### src/rtl/synth_pkg.sv
package synth_pkg;

  typedef enum logic [1:0] {
    PRB_NONE = 2'd0,
    PRB_REF  = 2'd1,
    PRB_HALF = 2'd2
  } probe_sel_e;

  typedef struct packed {
    logic       up_ok;
    logic       dn_ok;
    probe_sel_e probe;
  } tmode_t;

  // Test code decode: upper two bits pick the group, bit 0 the variant.
  function automatic tmode_t decode_tmode(input logic [2:0] code);
    tmode_t m;
    m.up_ok = 1'b1;
    m.dn_ok = 1'b1;
    m.probe = PRB_NONE;
    unique case (code[2:1])
      2'b00: ;
      2'b01: begin
        m.up_ok = 1'b0;
        m.dn_ok = 1'b0;
      end
      2'b10: m.probe = code[0] ? PRB_HALF : PRB_REF;
      2'b11: begin
        m.up_ok = code[0];
        m.dn_ok = ~code[0];
      end
    endcase
    return m;
  endfunction

endpackage

### src/rtl/synth_prescale.sv
module synth_prescale #(
  parameter bit HALVE = 1'b1
) (
  input  logic clk,
  input  logic rst_n,
  input  logic sig_in,
  output logic evt,
  output logic tap
);
  logic sig_q;
  logic rise;

  always_ff @(posedge clk) begin
    if (!rst_n) sig_q <= 1'b0;
    else        sig_q <= sig_in;
  end

  assign rise = sig_in & ~sig_q;

  generate
    if (HALVE) begin : g_half
      logic phase_q;
      always_ff @(posedge clk) begin
        if (!rst_n)    phase_q <= 1'b0;
        else if (rise) phase_q <= ~phase_q;
      end
      // Event on every second input rise: the rise that sets the phase.
      assign evt = rise & ~phase_q;
      assign tap = phase_q;
    end else begin : g_pass
      assign evt = rise;
      assign tap = sig_q;
    end
  endgenerate
endmodule

### src/rtl/synth_div.sv
module synth_div #(
  parameter int unsigned W = 16
) (
  input  logic         clk,
  input  logic         rst_n,
  input  logic         evt,
  input  logic [W-1:0] reload,
  output logic         tc_pls
);
  logic [W-1:0] cnt_q;

  // Count events down; at zero emit a strobe and take the live reload.
  always_ff @(posedge clk) begin
    if (!rst_n) begin
      cnt_q  <= '0;
      tc_pls <= 1'b0;
    end else begin
      tc_pls <= 1'b0;
      if (evt) begin
        if (cnt_q == '0) begin
          tc_pls <= 1'b1;
          cnt_q  <= reload;
        end else begin
          cnt_q <= cnt_q - W'(1);
        end
      end
    end
  end
endmodule

### src/rtl/synth_pfd.sv
module synth_pfd (
  input  logic clk,
  input  logic rst_n,
  input  logic osc_pls,
  input  logic ref_pls,
  output logic up_q,
  output logic dn_q
);
  logic up_nx;
  logic dn_nx;

  always_comb begin
    up_nx = up_q | osc_pls;
    dn_nx = dn_q | ref_pls;
    if (up_nx && dn_nx) begin
      up_nx = 1'b0;
      dn_nx = 1'b0;
    end
  end

  always_ff @(posedge clk) begin
    if (!rst_n) begin
      up_q <= 1'b0;
      dn_q <= 1'b0;
    end else begin
      up_q <= up_nx;
      dn_q <= dn_nx;
    end
  end
endmodule

### src/rtl/synth_lock_mon.sv
module synth_lock_mon #(
  parameter int unsigned WIN  = 4,
  parameter int unsigned NEED = 8
) (
  input  logic clk,
  input  logic rst_n,
  input  logic up_raw,
  input  logic dn_raw,
  input  logic ref_pls,
  output logic locked
);
  localparam int unsigned WCW = (WIN > 1) ? $clog2(WIN) : 1;
  localparam int unsigned GW  = $clog2(NEED + 1);
  localparam logic [WCW-1:0] W_LAST = WCW'(WIN - 1);
  localparam logic [GW-1:0]  G_LAST = GW'(NEED - 1);
  localparam logic [GW-1:0]  G_FULL = GW'(NEED);

  logic [WCW-1:0] wcnt_q;
  logic [GW-1:0]  good_q;
  logic           spoil_q;
  logic           active;
  logic           over;

  assign active = up_raw | dn_raw;
  assign over   = active && (wcnt_q >= W_LAST);

  // Width of the pulse in progress, saturating at the window edge.
  always_ff @(posedge clk) begin
    if (!rst_n)       wcnt_q <= '0;
    else if (!active) wcnt_q <= '0;
    else if (!over)   wcnt_q <= wcnt_q + WCW'(1);
  end

  always_ff @(posedge clk) begin
    if (!rst_n) begin
      good_q  <= '0;
      spoil_q <= 1'b0;
      locked  <= 1'b0;
    end else if (ref_pls) begin
      spoil_q <= over;
      if (spoil_q || over) begin
        good_q <= '0;
        locked <= 1'b0;
      end else begin
        if (good_q != G_FULL) good_q <= good_q + GW'(1);
        if (good_q == G_LAST) locked <= 1'b1;
      end
    end else if (over) begin
      spoil_q <= 1'b1;
      good_q  <= '0;
      locked  <= 1'b0;
    end
  end
endmodule

### src/rtl/synth_core.sv
module synth_core #(
  parameter int unsigned N_W       = 16,
  parameter int unsigned REF_LOG2  = 6,
  parameter int unsigned LOCK_WIN  = 4,
  parameter int unsigned LOCK_NEED = 8
) (
  input  logic           clk,
  input  logic           rst_n,
  input  logic           ref_in,
  input  logic           osc_in,
  input  logic [N_W-1:0] n_val,
  input  logic           ref_sel,
  input  logic [1:0]     cur_code,
  input  logic           amp_off,
  input  logic [2:0]     test_code,
  output logic           pump_up,
  output logic           pump_dn,
  output logic [1:0]     pump_cur,
  output logic           tune_en,
  output logic           locked,
  output logic           probe_out
);
  import synth_pkg::*;

  localparam int unsigned REF_FAST = 1 << REF_LOG2;
  localparam int unsigned REF_SLOW = REF_FAST * 2;
  localparam int unsigned REF_W    = $clog2(REF_SLOW);
  localparam logic [REF_W-1:0] RL_FAST = REF_W'(REF_FAST - 1);
  localparam logic [REF_W-1:0] RL_SLOW = REF_W'(REF_SLOW - 1);

  logic             ref_q;
  logic             ref_evt;
  logic             ref_pls;
  logic             ref_tgl;
  logic [REF_W-1:0] ref_reload;
  logic             osc_evt;
  logic             half_tap;
  logic             osc_pls;
  logic             up_q;
  logic             dn_q;
  tmode_t           tmode;

  // Reference path: edge detect, then 64/128 divider.
  always_ff @(posedge clk) begin
    if (!rst_n) ref_q <= 1'b0;
    else        ref_q <= ref_in;
  end
  assign ref_evt    = ref_in & ~ref_q;
  assign ref_reload = ref_sel ? RL_FAST : RL_SLOW;

  synth_div #(.W(REF_W)) ref_div_i (
    .clk    (clk),
    .rst_n  (rst_n),
    .evt    (ref_evt),
    .reload (ref_reload),
    .tc_pls (ref_pls)
  );

  always_ff @(posedge clk) begin
    if (!rst_n)       ref_tgl <= 1'b0;
    else if (ref_pls) ref_tgl <= ~ref_tgl;
  end

  // Oscillator path: halving stage, then N counter.
  synth_prescale #(.HALVE(1'b1)) osc_pre_i (
    .clk    (clk),
    .rst_n  (rst_n),
    .sig_in (osc_in),
    .evt    (osc_evt),
    .tap    (half_tap)
  );

  synth_div #(.W(N_W)) osc_div_i (
    .clk    (clk),
    .rst_n  (rst_n),
    .evt    (osc_evt),
    .reload (n_val - N_W'(1)),
    .tc_pls (osc_pls)
  );

  synth_pfd pfd_i (
    .clk     (clk),
    .rst_n   (rst_n),
    .osc_pls (osc_pls),
    .ref_pls (ref_pls),
    .up_q    (up_q),
    .dn_q    (dn_q)
  );

  synth_lock_mon #(.WIN(LOCK_WIN), .NEED(LOCK_NEED)) lock_i (
    .clk     (clk),
    .rst_n   (rst_n),
    .up_raw  (up_q),
    .dn_raw  (dn_q),
    .ref_pls (ref_pls),
    .locked  (locked)
  );

  always_comb begin
    tmode   = decode_tmode(test_code);
    pump_up = up_q & tmode.up_ok;
    pump_dn = dn_q & tmode.dn_ok;
    unique case (tmode.probe)
      PRB_REF:  probe_out = ref_tgl;
      PRB_HALF: probe_out = half_tap;
      default:  probe_out = 1'b0;
    endcase
  end

  assign pump_cur = cur_code;
  assign tune_en  = ~amp_off;
endmodule

### config.mk
export PLATFORM = sky130hd
export DESIGN_NAME = synth_core
export DESIGN_NICKNAME = d
export VERILOG_FILES = /design/src/rtl/synth_pkg.sv /design/src/rtl/synth_prescale.sv /design/src/rtl/synth_div.sv /design/src/rtl/synth_pfd.sv /design/src/rtl/synth_lock_mon.sv /design/src/rtl/synth_core.sv
export SDC_FILE = /design/constraint.sdc
export NUM_CORES = 1
export LEC_CHECK = 0
export ABC_AREA = 1
export BUFFER_PORTS_ARGS = -buffer_cell sky130_fd_sc_hd__buf_2
export CORE_MARGIN = 2
export CORE_UTILIZATION = 35
export DETAILED_ROUTE_END_ITERATION = 8
export SKIP_CTS_REPAIR_TIMING = 1
export SLEW_MARGIN = 20
export SYNTH_ARGS = -nofsm -noshare
export SYNTH_HDL_FRONTEND = slang
export SYNTH_SLANG_ARGS = --single-unit
### constraint.sdc
create_clock -name clk -period 3.4 [get_ports clk]
set_clock_uncertainty 0.1 [all_clocks]
set_input_delay 0.34 -clock clk [delete_from_list [all_inputs] [get_ports clk]]
set_output_delay 0.34 -clock clk [all_outputs]
set_load 0.02 [all_outputs]
==> reports/summary.log <==
qor: detailed_routing.drc 0
qor: setup_path.cp_data_required_time 3.50 ns
qor: power_and_ir_drop.peakVddDrop 0.233 mV
qor: floorplanning.die_h 89.2 um
qor: finish.nFillCells 803
qor: timing.tightest_slew 0.882 ns
qor: detailed_routing.drtAntennaViolNets 0
qor: timing.hold-worst-slack 0.136 ns
qor: setup_path.critPathMaxStageDelay 0.35 ns
qor: placed_design.placedCellCount 507
qor: clock_network.cts.root.buffer_cell clkbuf_8
qor: yosys.yosys_most_used_dff dfxtp_1
qor: placed_design.placed_inst_area 2720 um2
qor: finish.ratio_of_cells_with_drive_above_1_in_the_final_layout 13.5%
qor: setup_path.worstPathArrival 2.55 ns
qor: setup_path.path_class flip-flop to flip-flop
qor: yosys.share_of_flip_flops_with_an_asynchronous_set_or_reset 0%
qor: finish.layout.core_utilization 39.3%
qor: floorplanning.core-area 7140 um2
qor: yosys.yosysSeqAreaShare 30.7%
qor: finish.layout-area-overhead-vs-synth 10.4%
qor: yosys.syn_inst 391
qor: floorplanning.initial_utilization 35.6%
qor: timing.max_slew_margin 41.0%
qor: yosys.synthMostInstantiatedCell nand2_1
qor: yosys.synthesized_area_per_cell 6.50 um2
qor: clock_network.ctsLongestPathBuffers 2
qor: clock_network.h_tree_levels 2
qor: clock_network.numClockSinks 39
qor: detailed_routing.drt-pass1-iter-count 4
qor: yosys.synth_top_area_share 30.7%
qor: grt.global_route.usage.met2 26.2%
qor: detailed_routing.routedWlPerCell 11.6 um
qor: yosys.netlist_area 2540 um2
qor: detailed_routing.vias_per_cell 4.86
qor: floorplanning.design.portCount 34
qor: placed_design.dp_hpwl 4540 um
qor: floorplanning.die-width 89.2 um
qor: setup_path.path_cells nor2_1 > nand2_1 > nor2_8 > nand2_2 > nand2_1 > nand2_1 > ha_1 > inv_1 > nor2_1 > nand2_1 > nor2_2 > nand2_1 > nand2_1 > o21ai_1 > inv_1
qor: setup_path.path_max_fanout 28
qor: timing.setup_total_negative_slack 0 ns
qor: setup_path.worstSetupStartpointType flip-flop
qor: clock_network.clock_tree_from_tritoncts done
qor: setup_path.crit_path_top_delay_cell nor2_8
qor: yosys.synth_common_cells nand2_1 (98), inv_1 (56), nor2_1 (44)
qor: detailed_routing.route.final.wire_length 6000 um
qor: finish.layout.cells.non_filler 515
qor: grt.met1_capacity_usage_during_global_routing 22.5%
qor: grt.gr-usage-met3 2.49%
qor: clock_network.clock_latency 0.30 ns
qor: timing.report.final.slew_viol_count 0
qor: power_and_ir_drop.power.leakage 0.00143 uW
qor: grt.grt_max_degree 29
qor: grt.initial_antenna_violation_count 0
qor: timing.rsz0062_at_grt no
qor: timing.fmaxAchievable 408 MHz
qor: yosys.synthTopCellsByArea dfxtp_1 (31%), nand2_1 (14%), inv_1 (8.3%), nor2_1 (6.5%), nand3_1 (5.7%)
qor: setup_path.timing.critical_path.mode_cell nand2_1
qor: yosys.netlist-cell-type-count 34
qor: yosys.yosysWarningCount 0
qor: grt.gr-total-overflow 0
qor: grt.grt_most_used_layer met2
qor: timing.finalSetupViolCount 0
qor: outcome.status complete, no violations
qor: grt.grt_first_pass_wirelength 10,200 um
qor: setup_path.critPathCaptureType flip-flop
qor: yosys.synth_enable_flop_cells 0
qor: clock_network.cts_bufs_inserted 5
qor: grt.gr-usage-all-layers 16.3%
qor: job.cap_violations 0
qor: setup_path.critical-path-top-delay-family simple AND/OR/NAND/NOR gates
qor: yosys.synth_seq_cells 39
qor: detailed_routing.num_vias 2,502
qor: floorplanning.die_outline_area 7960 um2
qor: placed_design.gpl.final_weighted_congestion 0.945
qor: floorplanning.placement_rows 31
qor: min_path.hp-class primary input to flip-flop
qor: yosys.netlist.top_cell.by_area dfxtp_1
qor: yosys.syn_nets 424
qor: placed_design.io_buffer_count 29
qor: clock_network.clk_transition_reported_paths 0.08 ns
qor: grt.first_global_vias 2,275
qor: power_and_ir_drop.power_per_cell_area 508 nW/um2
qor: detailed_routing.drt_iter0_drc 93
qor: timing.post-route-min-period 2.45 ns
qor: timing.layout_worst_path_cycle_share 72.2%
qor: finish.num_antenna_cells 0
qor: setup_path.cp_num_buf_inv 2
qor: finish.fin_nets 448
qor: timing.hold_viol 0
qor: finish.fin_area 2810 um2
## metrics by stage
stage,setup slack (ns),total power [uW]
after global placement,1.03,1100
after detailed placement,0.967,1110
after global routing,0.633,1550
after CTS,0.954,1430
after floorplan,1.43,1020
final,0.946,1430
## metal layers
metal / routed length, um / share of wire (%)
met1: 2930 / 49
met2: 2640 / 44
met3: 349 / 5.8
met4: 79 / 1.3
met5: 0 / 0
## worst min-delay path, cell delays in order
cell and delay (ns):
buf_2 0.09, nand2_1 0.04, inv_1 0.04
## worst paths after layout
check	from	endpoint	slack [ns]	cells after the start
max	osc_div_i.cnt_q[7]$_SDFFE_PN0P_	osc_div_i.cnt_q[8]$_SDFFE_PN0P_	0.95	15
max reg2reg	osc_div_i.cnt_q[7]$_SDFFE_PN0P_	osc_div_i.cnt_q[8]$_SDFFE_PN0P_	0.95	15
min	osc_in	osc_pre_i.sig_q$_SDFF_PN0_	0.14	3
min reg2reg	lock_i.locked$_SDFFE_PN0P_	lock_i.locked$_SDFFE_PN0P_	0.35	2
## power breakdown
group	leakage, uW	internal (uW)	switching (uW)
combinational	0.00107	182	384
clock	0.0000402	143	177
sequential	0.000320	504	36.4
total	0.00143	829	598
## cell type report
| class | count | area [um2] | area share, % |
|---|---|---|---|
| flip-flops and latches | 39 | 781 | 27.8 |
| clock inverters | 3 | 20.0 | 0.713 |
| clock buffers | 5 | 68.8 | 2.45 |
| well taps | 99 | 124 | 4.41 |
| repair buffers | 30 | 153 | 5.44 |
| multi-input cells | 283 | 1450 | 51.7 |
| inverters | 56 | 210 | 7.49 |
## flip-flops by register name, indices dropped and copies added, names as in the netlist
register and flops:
pfd_i.up_q 1, lock_i.spoil_q 1, osc_div_i.tc_pls 1, lock_i.good_q 4, ref_q 1, osc_pre_i.tap 1, ref_div_i.cnt_q 7, ref_tgl 1
lock_i.locked 1, osc_pre_i.sig_q 1, lock_i.wcnt_q 2, ref_div_i.tc_pls 1, osc_div_i.cnt_q 16, pfd_i.dn_q 1
## cells in the final DEF, fill, tap and decap left out
master	synthesis	final
a31oi_1	7	7
nor3_1	7	7
nor2_4	1	1
nand3b_1	11	11
ha_1	6	6
a2111oi_0	1	1
o21ai_1	3	3
nand3b_2	1	1
o2111ai_1	1	1
nor2_1	44	44
nor2_8	2	2
nand4_1	2	2
nand3_2	2	2
nand3_1	29	29
o31ai_1	1	1
nand2_1	98	98
o211ai_1	1	1
nor2_2	6	6
clkinv_2	0	1
xor2_1	3	3
xnor2_1	3	3
inv_1	56	56
o21a_1	1	1
nand2_2	5	5
and2_1	1	1
a211oi_1	3	3
clkinvlp_4	0	2
buf_4	2	1
nand3b_4	1	1
o21ai_0	22	22
buf_2	0	29
dfxtp_1	39	39
clkbuf_8	0	5
a21oi_1	21	21
## cell families (layout without fill, tap and decap cells)
logic type,after synthesis,after routing,synth area share [%]
adder cells (fa/ha/maj),6,6,2.95
XOR/XNOR,6,6,2.07
AO/OA/AOI/OAI,61,61,13.2
AND/OR/NAND/NOR,210,210,38.8
flip-flops,39,39,30.7
buffers and inverters,69,94,12.3
(Power assumes the default switching activity.)
